File: src/rtl/rb_pkg.sv
`timescale 1ns/1ps
// Package: shared widths for the timestamp rebuild path.
// Assumes the full stamp is split into a delivered low field and a
// dropped high field whose widths add up to the full width.
package rb_pkg;
    localparam int unsigned RB_FULL_W = 55;
    localparam int unsigned RB_LOW_W  = 32;
    localparam int unsigned RB_HIGH_W = RB_FULL_W - RB_LOW_W;

    // Decision taken by the comparator for one input.
    typedef enum logic [0:0] {
        EPOCH_SAME = 1'b0,   // low field did not wrap since capture
        EPOCH_PREV = 1'b1    // low field wrapped; step back one epoch
    } epoch_sel_e;
endpackage

File: src/rtl/rb_wrap_detect.sv
`timescale 1ns/1ps
// Module: rb_wrap_detect
// Decides whether the low field of the reference wrapped between the
// capture and the reference sample. Assumes the capture precedes the
// reference by far less than one low-field period, so a reference low
// field below the captured low field can only mean a wrap.
module rb_wrap_detect
    import rb_pkg::*;
#(
    parameter int unsigned LOW_W = RB_LOW_W
) (
    input  logic [LOW_W-1:0] cap_low,
    input  logic [LOW_W-1:0] ref_low,
    output epoch_sel_e       sel
);
    // Purpose: an unsigned compare; equality counts as no wrap.
    always_comb begin
        sel = (ref_low >= cap_low) ? EPOCH_SAME : EPOCH_PREV;
    end
endmodule

File: src/rtl/rb_epoch_pick.sv
`timescale 1ns/1ps
// Module: rb_epoch_pick
// Produces the high field of the rebuilt stamp from the reference's
// high field and the wrap decision. Assumes modular arithmetic on the
// high field, so an all-zero epoch steps back to all ones.
module rb_epoch_pick
    import rb_pkg::*;
#(
    parameter int unsigned HIGH_W = RB_HIGH_W
) (
    input  logic [HIGH_W-1:0] ref_high,
    input  epoch_sel_e        sel,
    output logic [HIGH_W-1:0] high_out
);
    logic [HIGH_W-1:0] prev_high;

    // Purpose: form the preceding epoch, wrapping modulo 2^HIGH_W.
    always_comb begin
        prev_high = ref_high - {{(HIGH_W-1){1'b0}}, 1'b1};
    end

    // Purpose: pick between current and preceding epoch.
    always_comb begin
        unique case (sel)
            EPOCH_SAME: high_out = ref_high;
            EPOCH_PREV: high_out = prev_high;
            default:    high_out = ref_high;
        endcase
    end
endmodule

File: src/rtl/rb_out_stage.sv
`timescale 1ns/1ps
// Module: rb_out_stage
// Output register for the rebuilt stamp. Loads only on an accepted
// input and otherwise holds. The valid flag follows the accept by one
// cycle. Assumes a synchronous active-low reset.
module rb_out_stage #(
    parameter int unsigned FULL_W = rb_pkg::RB_FULL_W
) (
    input  logic              clk,
    input  logic              rst_n,
    input  logic              in_valid,
    input  logic              in_short,
    input  logic [FULL_W-1:0] next_ts,
    output logic              out_valid,
    output logic [FULL_W-1:0] out_ts
);
    logic accept;

    // Purpose: a timestamp is taken only when present and not short.
    always_comb begin
        accept = in_valid & ~in_short;
    end

    // Purpose: valid flag register, one cycle behind the accept.
    always_ff @(posedge clk) begin
        if (!rst_n) out_valid <= 1'b0;
        else        out_valid <= accept;
    end

    // Purpose: data register, loaded on accept and held otherwise.
    always_ff @(posedge clk) begin
        if (!rst_n)      out_ts <= '0;
        else if (accept) out_ts <= next_ts;
    end

    // an accepted input raises valid on the next cycle.
    assert_latency_R2: assert property (@(posedge clk) disable iff (!rst_n)
        (in_valid && !in_short) |=> out_valid);

    // a short-packet stamp leaves valid low and the data untouched.
    assert_short_drop_R3: assert property (@(posedge clk) disable iff (!rst_n)
        (in_valid && in_short) |=> (!out_valid && $stable(out_ts)));

    // an idle cycle leaves valid low and the data untouched.
    assert_idle_hold_R8: assert property (@(posedge clk) disable iff (!rst_n)
        !in_valid |=> (!out_valid && $stable(out_ts)));
endmodule

File: src/rtl/ts_upper_rebuild.sv
`timescale 1ns/1ps
// Module: ts_upper_rebuild (top)
// Rebuilds a full-width receive timestamp from its delivered low field
// and a full-width reference timer sampled in the same cycle. Assumes
// the capture precedes the reference by much less than one low-field
// period, and picks the nearest value at or before the reference.
// Short-packet stamps are dropped. One cycle of latency.
module ts_upper_rebuild
    import rb_pkg::*;
#(
    parameter int unsigned FULL_W = RB_FULL_W,
    parameter int unsigned LOW_W  = RB_LOW_W
) (
    input  logic              clk,
    input  logic              rst_n,
    input  logic              in_valid,
    input  logic              in_short,
    input  logic [LOW_W-1:0]  in_ts_low,
    input  logic [FULL_W-1:0] ref_timer,
    output logic              out_valid,
    output logic [FULL_W-1:0] out_ts
);
    localparam int unsigned HIGH_W = FULL_W - LOW_W;

    logic [LOW_W-1:0]  ref_low;
    logic [HIGH_W-1:0] ref_high;
    logic [HIGH_W-1:0] high_pick;
    logic [FULL_W-1:0] rebuilt;
    epoch_sel_e        sel;

    // Purpose: split the reference timer into its two fields.
    always_comb begin
        ref_low  = ref_timer[LOW_W-1:0];
        ref_high = ref_timer[FULL_W-1:LOW_W];
    end

    rb_wrap_detect #(.LOW_W(LOW_W)) i_wrap (
        .cap_low (in_ts_low),
        .ref_low (ref_low),
        .sel     (sel)
    );

    rb_epoch_pick #(.HIGH_W(HIGH_W)) i_epoch (
        .ref_high (ref_high),
        .sel      (sel),
        .high_out (high_pick)
    );

    // Purpose: join the chosen epoch with the delivered low field.
    always_comb begin
        rebuilt = {high_pick, in_ts_low};
    end

    rb_out_stage #(.FULL_W(FULL_W)) i_out (
        .clk       (clk),
        .rst_n     (rst_n),
        .in_valid  (in_valid),
        .in_short  (in_short),
        .next_ts   (rebuilt),
        .out_valid (out_valid),
        .out_ts    (out_ts)
    );

    // the low field passes through unchanged.
    assert_low_pass_R7: assert property (@(posedge clk) disable iff (!rst_n)
        (in_valid && !in_short) |=> (out_ts[LOW_W-1:0] == $past(in_ts_low)));

    // no wrap, so the reference epoch is kept.
    assert_same_epoch_R4: assert property (@(posedge clk) disable iff (!rst_n)
        (in_valid && !in_short && (ref_timer[LOW_W-1:0] >= in_ts_low))
        |=> (out_ts[FULL_W-1:LOW_W] == $past(ref_timer[FULL_W-1:LOW_W])));

    // a wrap steps the epoch back by one, modulo its width.
    assert_prev_epoch_R5: assert property (@(posedge clk) disable iff (!rst_n)
        (in_valid && !in_short && (ref_timer[LOW_W-1:0] < in_ts_low))
        |=> ((out_ts[FULL_W-1:LOW_W] + {{(HIGH_W-1){1'b0}}, 1'b1})
             == $past(ref_timer[FULL_W-1:LOW_W])));

    // while reset is asserted the outputs clear on the next edge.
    assert_reset_clear_R1: assert property (@(posedge clk)
        !rst_n |=> (!out_valid && (out_ts == '0)));
endmodule

File: config.mk
export PLATFORM = sky130hd
export DESIGN_NAME = ts_upper_rebuild
export DESIGN_NICKNAME = d
export VERILOG_FILES = /design/src/rtl/rb_pkg.sv /design/src/rtl/rb_wrap_detect.sv /design/src/rtl/rb_epoch_pick.sv /design/src/rtl/rb_out_stage.sv /design/src/rtl/ts_upper_rebuild.sv
export SDC_FILE = /design/constraint.sdc
export NUM_CORES = 1
export LEC_CHECK = 0
export CAP_MARGIN = 0
export CELL_PAD_IN_SITES_DETAIL_PLACEMENT = 1
export CELL_PAD_IN_SITES_GLOBAL_PLACEMENT = 2
export CORE_MARGIN = 2
export CORE_UTILIZATION = 23
export CTS_CLUSTER_SIZE = 40
export DETAILED_ROUTE_END_ITERATION = 16
export PLACE_DENSITY_LB_ADDON = 0.25
export SETUP_SLACK_MARGIN = 0.15
export SYNTH_ARGS = -nofsm -noshare
export SYNTH_HDL_FRONTEND = slang
export SYNTH_SLANG_ARGS = --single-unit
File: constraint.sdc
create_clock -name clk -period 3.1 [get_ports clk]
set_clock_uncertainty 0.2 [all_clocks]
set_input_delay 0.31 -clock clk [delete_from_list [all_inputs] [get_ports clk]]
set_output_delay 0.31 -clock clk [all_outputs]
set_load 0.03 [all_outputs]
==> flow_summary.json, run 1 <==
{
  "routed_wl_microns": 12000,
  "worstMarginPinSlew_ns": 0.490,
  "syn_avg_cell_area_sq_um": 8.08,
  "synth.largest_area_cell": "dfxtp_1",
  "vias": 3561,
  "n_antenna_cell": 0,
  "cp_slowest_cell": "or4b_4",
  "synthesis.area_sq_um": 3330,
  "start_kind": "primary input",
  "grt_pass1_wl_microns": 19900,
  "grt_overflow": 0,
  "die_height_microns": 124,
  "min_period_ns": 2.88,
  "worstSetupPathType": "in -> reg",
  "crit_path_max_fanout": 6,
  "dieWidth_microns": 124,
  "clock.fmax_mhz": 347,
  "cp-end-kind": "flop",
  "first_pass_iters": 4,
  "grt_use_total_pct": 15.8,
  "ys_ff_latch": 56,
  "fp.dieArea_sq_um": 15500,
  "postCtsHoldBufs": 0,
  "grt_pass1_vias": 3859,
  "drt_iter0_drc": 107,
  "yosysWarnings": 0,
  "synth.distinct_cells": 47,
  "antenna_left": 0,
  "numCtsBuffers": 5,
  "worstPathRequired_ns": 3.14,
  "place_ws_ns": -0.530,
  "power_leakage_nw": 2.35,
  "power.total_mw": 2.11,
  "hpwlAfterDp_microns": 8890,
  "worstPathArrival_ns": 2.93,
  "status": "finished clean",
  "nFillCells": 1680,
  "final_util_pct": 41.2,
  "cts.path.max_buffers": 2,
  "relSlewSlack_pct": 67.3,
  "cpPeakStageDelay_ns": 0.50,
  "cts_sinks": 56,
  "hp-class": "in -> reg",
  "hold_viol": 0,
  "fin_ws_ns": 0.218,
  "viasPerCell": 4.59,
  "io_buffers": 146,
  "route.detailed.drc": 0,
  "synthCells": 412,
  "slew_viol_final": 0,
  "fin_nets": 719,
  "drive_gt1_share_pct": 19.0,
  "area_delta_synth_final_pct": 73.1,
  "power_density_nw_per_um2": 365,
  "period_share_pct": 93.0,
  "cap_violations": 0,
  "start_util_pct": 23.8,
  "gp_congestion": 0.787,
  "rsz0062_at_grt": "yes",
  "grt_max_degree": 51,
  "h-tree-depth": 2,
  "async_reset_ff_share_pct": 0,
  "cp_cell_sequence": "clkdlybuf4s50_1 -> ha_1 -> nand4_1 -> nor2_2 -> a211o_1 -> a311o_1 -> a21o_4 -> buf_4 -> or4b_4 -> a31oi_1",
  "ir_worst_vdd_v": 0.000219,
  "num_io_pins": 147,
  "synth_edf_count": 0,
  "finalSetupViolations": 0,
  "antenna_found_initial": 0,
  "setup_tns_ns": 0,
  "cts_tree": "done",
  "cts.clk_slew.worst_paths_ns": 0.08,
  "seq_area_frac_synth_pct": 33.7,
  "synth_area_leaders": "dfxtp_1 34%, ha_1 12%, nand2_1 8.3%, a21boi_0 7.2%, o21ai_0 5.7%",
  "core_sq_um": 14000,
  "insertion_delay_ns": 0.31,
  "synth-main-ff-cell": "dfxtp_1",
  "post-synth-top-area-fraction_pct": 33.7,
  "root_buffer": "clkbuf_16",
  "num_rows": 43,
  "wl_per_cell_microns": 15.5,
  "synth_fp_nets": 536
}
## registers in the layout, indices dropped and copies added, names as in the netlist
register / cells
i_out.out_ts: 55
i_out.out_valid: 1
## cell type report
| type | instances | area (sq um) | area share, % |
|---|---|---|---|
| Clock buffer | 5 | 125 | 2.17 |
| Clock inverter | 3 | 42.5 | 0.738 |
| Inverter | 37 | 139 | 2.41 |
| Multi-Input combinational cell | 295 | 2170 | 37.7 |
| Sequential cell | 56 | 1120 | 19.4 |
| Tap cell | 180 | 225 | 3.91 |
| Timing Repair Buffer | 200 | 1940 | 33.7 |
## cells in the final DEF (no fill, tap or decap), drive strengths merged, types with 5 or more instances in the layout
cell,netlist,layout
a21boi,32,32
a21o,5,6
a21oi,10,10
a31oi,19,19
buf,3,53
clkbuf,22,5
clkdlybuf4s50,0,121
dfxtp,56,56
dlygate4sd2,0,16
dlymetal6s2s,0,8
ha,33,33
inv,37,37
nand2,75,75
nand2b,5,5
nor2,7,7
nor3,5,5
o21ai,38,38
o31ai,6,6
or3,17,17
or4,8,8
## critical path, delay by kind of cell
family          cells  cell delay (ns)
compound gates      4             1.06
simple gates        3             0.69
buf+inv             2             0.63
fa+ha+maj           1             0.23
## logic make-up after synthesis
| logic type | Yosys count | synth area share, % |
|---|---|---|
| buffers and inverters | 62 | 8.11 |
| adder cells (fa/ha/maj) | 33 | 12.4 |
| AO/OA/AOI/OAI | 124 | 24.1 |
| flip-flops | 56 | 33.7 |
| XOR/XNOR | 2 | 0.526 |
| multiplexers | 1 | 0.338 |
| AND/OR/NAND/NOR | 134 | 20.9 |
## path summary, 6_finish.rpt
kind | end | startpoint | cells past startpoint | slack [ns]
setup / recovery | i_out.out_ts[48]$_SDFFE_PN0P_ | ref_timer[12] | 10 | 0.22
hold / removal | i_out.out_ts[18]$_SDFFE_PN0P_ | in_ts_low[18] | 3 | 0.09
setup reg to reg | i_out.out_ts[46]$_SDFFE_PN0P_ | i_out.out_ts[46]$_SDFFE_PN0P_ | 2 | 2.17
hold reg to reg | i_out.out_ts[5]$_SDFFE_PN0P_ | i_out.out_ts[5]$_SDFFE_PN0P_ | 2 | 0.27
## synthesized netlist by cell type, types with 3 or more instances
| library cell | n |
|---|---|
| a211oi_1 | 3 |
| a21boi_0 | 32 |
| a21o_1 | 4 |
| a21oi_1 | 10 |
| a221oi_1 | 3 |
| a31oi_1 | 19 |
| and4_1 | 3 |
| clkbuf_1 | 19 |
| dfxtp_1 | 56 |
| ha_1 | 33 |
| inv_1 | 37 |
| nand2_1 | 74 |
| nand2b_1 | 5 |
| nand3_1 | 3 |
| nor2_1 | 7 |
| nor3_1 | 4 |
| o21ai_0 | 38 |
| o31ai_1 | 6 |
| o41ai_1 | 3 |
| or3_1 | 14 |
| or4_1 | 4 |
| or4_2 | 3 |
## layer usage
| metal | track usage, % | wire, microns | up-vias | share of wire (%) |
|---|---|---|---|---|
| li1 | - | - | 1815 | - |
| met1 | 19.5 | 5350 | 1648 | 45 |
| met3 | 3.39 | 590 | 8 | 4.9 |
| met5 | 0 | 0 | - | 0 |
| met4 | 4.56 | 141 | 0 | 1.2 |
| met2 | 27.7 | 5940 | 90 | 49 |
## where the power goes
group          internal (mW)  total [mW]  switching [mW]
clock                  0.381       0.680           0.299
combinational          0.344       0.647           0.302
sequential             0.758       0.779          0.0208
## timing repair
item,4_1_cts,5_1_grt
hold endpoints to repair,0,0
cloned,3,0
gates resized for setup,40,27
setup endpoints to repair,23,15
pin swaps,21,18
buffers inserted,4,5
## per-stage QoR
stage	hold slack, ns	cell area (sq um)	std cells
finish	0.0943	5760	776
global route	0.132	5760	776
CTS	0.197	5600	771
detailed placement	0.259	5220	756
global placement	0.249	5220	756
floorplan	0.255	3330	412
Note: power is estimated with default switching activity, not from simulation.
==> inputs of run 2 (changes only) <==
GPL_TIMING_DRIVEN = 0   (was not set)
==> flow_summary.json, run 2 (synthesis results as in run 1) <==
{
  "regMostFlops": "i_out.out_ts",
  "use_met3_pct": 2.88,
  "worstPathArrival_ns": 2.91,
  "placed_cells": 737,
  "hpwlAfterDp_microns": 9460,
  "cts.clk_slew.worst_paths_ns": 0.07,
  "wl_per_cell_microns": 16.6,
  "root_buffer": "clkbuf_16",
  "critical_path.startpoint": "in_ts_low[22]",
  "fp.dieArea_sq_um": 15500,
  "antenna_left": 0,
  "crit_path_max_fanout": 6,
  "grt_pass1_wl_microns": 19900,
  "num_io_pins": 147,
  "dieWidth_microns": 124,
  "place_ws_ns": -0.797,
  "hold_viol": 0,
  "nFillCells": 1647,
  "power_leakage_nw": 2.28,
  "h-tree-depth": 2,
  "cap_violations": 0,
  "numCtsBuffers": 5,
  "n_antenna_cell": 0,
  "grt_overflow": 0,
  "antenna_found_initial": 0,
  "grt_use_met2_pct": 26.6,
  "grt_use_total_pct": 15.9,
  "min_from": "in_ts_low[5]",
  "layout_commonest_cell": "clkdlybuf4s50_1",
  "routed_wl_microns": 12500,
  "area_delta_synth_final_pct": 67.6,
  "vias": 3572,
  "grt.busiest_layer": "met2",
  "worstSetupPathType": "in -> reg",
  "finalSetupViolations": 0,
  "drt_iter0_drc": 104,
  "final_util_pct": 39.9,
  "period_share_pct": 92.8,
  "first_pass_iters": 5,
  "fin_ws_ns": 0.222,
  "drive_gt1_share_pct": 13.5,
  "final_cell_mix": "112 x clkdlybuf4s50_1, 74 x nand2_1, 56 x dfxtp_1",
  "gr-usage-met1_pct": 21.2,
  "fin_nets": 700,
  "status": "finished clean",
  "relSlewSlack_pct": 65.2,
  "clock.fmax_mhz": 348,
  "power_density_nw_per_um2": 366,
  "start_util_pct": 23.8,
  "slew_viol_final": 0,
  "rsz0062_at_grt": "no",
  "cts_sinks": 56,
  "grt_pass1_vias": 3829,
  "min_period_ns": 2.88,
  "grt_max_degree": 17,
  "insertion_delay_ns": 0.30,
  "viasPerCell": 4.72,
  "core_sq_um": 14000,
  "hp-class": "in -> reg",
  "io_buffers": 145,
  "cts.path.max_buffers": 2,
  "largest_register_ffs": 55,
  "gp_congestion": 0.809,
  "reg_top3": "i_out.out_ts (55), i_out.out_valid (1)",
  "num_rows": 43,
  "worstPathRequired_ns": 3.13,
  "reg2reg_from": "i_out.out_ts[47]$_SDFFE_PN0P_",
  "cts_tree": "done",
  "route.detailed.drc": 0,
  "cp-end-kind": "flop",
  "start_kind": "primary input",
  "worstMarginPinSlew_ns": 0.521,
  "die_height_microns": 124,
  "ir_worst_vdd_v": 0.000179,
  "fin_cells": 757
}
-- run 2: changes by cell type in the layout (fill, tap and decap cells not counted), sizes merged --
cell	before	now
clkdlybuf4s50	121	112
buf	53	16
clkbuf	5	29
clkdlybuf4s15	0	2
clkinvlp	1	0
bufbuf	2	0
a21o	6	5
dlymetal6s2s	8	20
dlygate4sd2	16	9
-- run 2: cell type report --
type	count	area (sq um)	area share, %
well taps	180	225	4.03
clock buffers	6	129	2.31
repair buffers	157	1570	28.2
plain buffers	25	151	2.71
multi-input cells	294	2210	39.5
inverters	37	139	2.49
flip-flops and latches	56	1120	20.1
clock inverters	2	35.0	0.628
-- run 2: metrics by stage --
stage | total power, mW | cell area, sq um | setup TNS, ns | hold WS [ns]
final | 2.04 | 5580 | 0 | 0.0805
after global routing | 2.16 | 5580 | 0 | 0.112
after CTS | 2.02 | 5300 | 0 | 0.210
after detailed placement | 1.33 | 5010 | -13.82 | 0.259
after global placement | 1.32 | 5010 | -13.30 | 0.250
after floorplan | 1.05 | 3330 | 0 | 0.255
-- run 2: critical path, cell delays in order --
cell and delay, ns:
clkdlybuf4s50_1 0.48, inv_1 0.05, ha_1 0.32, a21oi_1 0.18
nand2_1 0.10, a221oi_4 0.28, o21ai_2 0.13, a21o_4 0.23
buf_8 0.14, or4b_1 0.51, a31oi_1 0.18
-- run 2: timing repair --
action | in CTS | in global routing
resized for setup | 38 | 64
endpoints found under the setup margin | 22 | 21
pin swaps | 18 | 41
hold buffers | 0 | 0
buffers inserted | 4 | 8
-- run 2: path summary, 6_finish.rpt --
kind                                   end  slack, ns  depth (start not counted)
max          i_out.out_ts[48]$_SDFFE_PN0P_       0.22                         11
min           i_out.out_ts[5]$_SDFFE_PN0P_       0.08                          3
max reg2reg  i_out.out_ts[47]$_SDFFE_PN0P_       2.08                          2
min reg2reg  i_out.out_ts[25]$_SDFFE_PN0P_       0.27                          2
-- run 2: power by group --
part | total (mW) | internal (mW) | leakage (nW) | switching (mW)
Combinational | 0.602 | 0.294 | 1.74 | 0.309
Sequential | 0.779 | 0.758 | 0.460 | 0.0207
Clock | 0.659 | 0.381 | 0.0808 | 0.278
-- run 2: routing by layer --
layer / vias to the layer above / routed length, microns
met2: 88 / 6100
met3: 7 / 444
met4: 0 / 114
met1: 1696 / 5880
met5: - / 0
li1: 1781 / -
==> inputs of run 3 (changes only) <==
RECOVER_POWER = 100   (was not set)
==> flow_summary.json, run 3 (synthesis results as in run 1) <==
{
  "multiInputGateArea_sq_um": 2190,
  "cap_violations": 0,
  "root_buffer": "clkbuf_16",
  "crit_path_max_fanout": 6,
  "worstMarginPinSlew_ns": 0.545,
  "cts_tree": "done",
  "clock.fmax_mhz": 342,
  "n_antenna_cell": 0,
  "min_period_ns": 2.92,
  "cp_num_buf_inv": 3,
  "vias": 3572,
  "cts.path.max_buffers": 2,
  "grt_overflow": 0,
  "slew_viol_final": 0,
  "largest_register_ffs": 55,
  "grt_use_total_pct": 15.9,
  "power_density_nw_per_um2": 364,
  "grt_pass1_vias": 3829,
  "place_ws_ns": -0.797,
  "rsz0062_at_grt": "no",
  "viasPerCell": 4.72,
  "relSlewSlack_pct": 63.7,
  "cts_sinks": 56,
  "dieWidth_microns": 124,
  "final_cell_mix": "74 x nand2_1, 57 x dlygate4sd3_1, 56 x dfxtp_1",
  "cts.clk_slew.worst_paths_ns": 0.08,
  "grt_max_degree": 17,
  "h-tree-depth": 2,
  "core_sq_um": 14000,
  "drive_gt1_share_pct": 12.7,
  "routed_wl_microns": 12600,
  "numCtsBuffers": 5,
  "register_area_sq_um": 1120,
  "route.detailed.drc": 0,
  "fin_cells": 757,
  "nFillCells": 1650,
  "worstPathArrival_ns": 2.96,
  "ir_worst_vdd_v": 0.000177,
  "regMostFlops": "i_out.out_ts",
  "fin_ws_ns": 0.175,
  "io_buffers": 145,
  "hp-class": "in -> reg",
  "drt_iter0_drc": 89,
  "worstSetupPathType": "in -> reg",
  "status": "finished clean",
  "num_rows": 43,
  "finalSetupViolations": 0,
  "start_kind": "primary input",
  "hpwlAfterDp_microns": 9460,
  "crit_family": "compound AO/OA/AOI/OAI gates",
  "fin_nets": 700,
  "gp_congestion": 0.809,
  "start_util_pct": 23.8,
  "wl_per_cell_microns": 16.6,
  "grt_pass1_wl_microns": 19900,
  "power.total_mw": 2.02,
  "cp_cell_sequence": "clkdlybuf4s25_1 -> inv_2 -> ha_4 -> a211oi_2 -> nor2_1 -> a211o_1 -> a311o_1 -> a21o_4 -> buf_8 -> or4b_1 -> a31oi_1",
  "num_io_pins": 147,
  "reg_top3": "i_out.out_ts (55), i_out.out_valid (1)",
  "antenna_found_initial": 0,
  "fp.dieArea_sq_um": 15500,
  "insertion_delay_ns": 0.30,
  "placed_cells": 737,
  "period_share_pct": 94.3,
  "hold_viol": 0,
  "worstPathRequired_ns": 3.13,
  "cpPeakStageDelay_ns": 0.51,
  "die_height_microns": 124,
  "antenna_left": 0,
  "cp-end-kind": "flop",
  "cp_slowest_cell": "or4b_1",
  "area_delta_synth_final_pct": 66.3,
  "layout_commonest_cell": "nand2_1",
  "first_pass_iters": 4,
  "power_leakage_nw": 2.41
}
==> run 3: changes by cell type in the layout (fill, tap and decap cells not counted), moves of 2 or more <==
cell             delta
dlygate4sd3_1      +57
clkbuf_8            -2
clkdlybuf4s50_1    -57
clkbuf_1            +3
==> run 3: timing repair <==
item / in CTS / in global routing
pin swaps: 18 / 41
cloned: 0 / 0
setup endpoints to repair: 22 / 21
endpoints found under the hold margin: 0 / 0
gates resized for setup: 38 / 64
setup buffers: 4 / 8
hold buffers: 0 / 0
==> run 3: worst paths after layout <==
| kind | slack (ns) | startpoint | cells past startpoint | end |
|---|---|---|---|---|
| hold / removal | 0.08 | in_ts_low[5] | 3 | i_out.out_ts[5]$_SDFFE_PN0P_ |
| setup reg to reg | 2.09 | i_out.out_ts[47]$_SDFFE_PN0P_ | 2 | i_out.out_ts[47]$_SDFFE_PN0P_ |
| hold reg to reg | 0.26 | i_out.out_ts[25]$_SDFFE_PN0P_ | 2 | i_out.out_ts[25]$_SDFFE_PN0P_ |
| setup / recovery | 0.18 | in_ts_low[13] | 11 | i_out.out_ts[48]$_SDFFE_PN0P_ |
==> run 3: stage by stage <==
stage / cell area (sq um) / util (%) / TNS, ns / hold slack (ns)
2_1_floorplan: 3330 / - / 0 / 0.255
3_3_place_gp: 5010 / 35.8 / -13.30 / 0.250
3_5_place_dp: 5010 / 35.8 / -13.82 / 0.259
4_1_cts: 5300 / 37.9 / 0 / 0.210
5_1_grt: 5540 / 39.6 / 0 / 0.112
6_report: 5540 / 39.6 / 0 / 0.0818
==> run 3: worst min-delay path, delay by kind of cell <==
kind,cells,cell delay [ns]
buffers and inverters,1,0.10
AOI/OAI and AO/OA,1,0.07
and+or+nand+nor,1,0.05
==> run 3: layer usage <==
layer | GRT usage, % | part of all wire, % | routed length, microns | vias to the layer above
li1 | - | - | - | 1780
met1 | 21.2 | 47 | 5870 | 1694
met2 | 26.6 | 49 | 6140 | 92
met3 | 2.88 | 3.6 | 451 | 6
met4 | 3.77 | 0.79 | 99 | 0
met5 | 0 | 0 | 0 | -
==> run 3: cell type report <==
class / instances / area share, %
buffer: 25 / 2.37
clock buffer: 6 / 2.33
clock inverter: 2 / 0.632
inverter: 37 / 2.51
multi-input combinational: 294 / 39.6
sequential: 56 / 20.2
tap: 180 / 4.07
timing repair buffer: 157 / 28.2
==> run 3: power breakdown <==
group	internal [mW]	switching, mW
clock network	0.381	0.279
logic	0.274	0.307
registers	0.758	0.0189
total	1.41	0.605
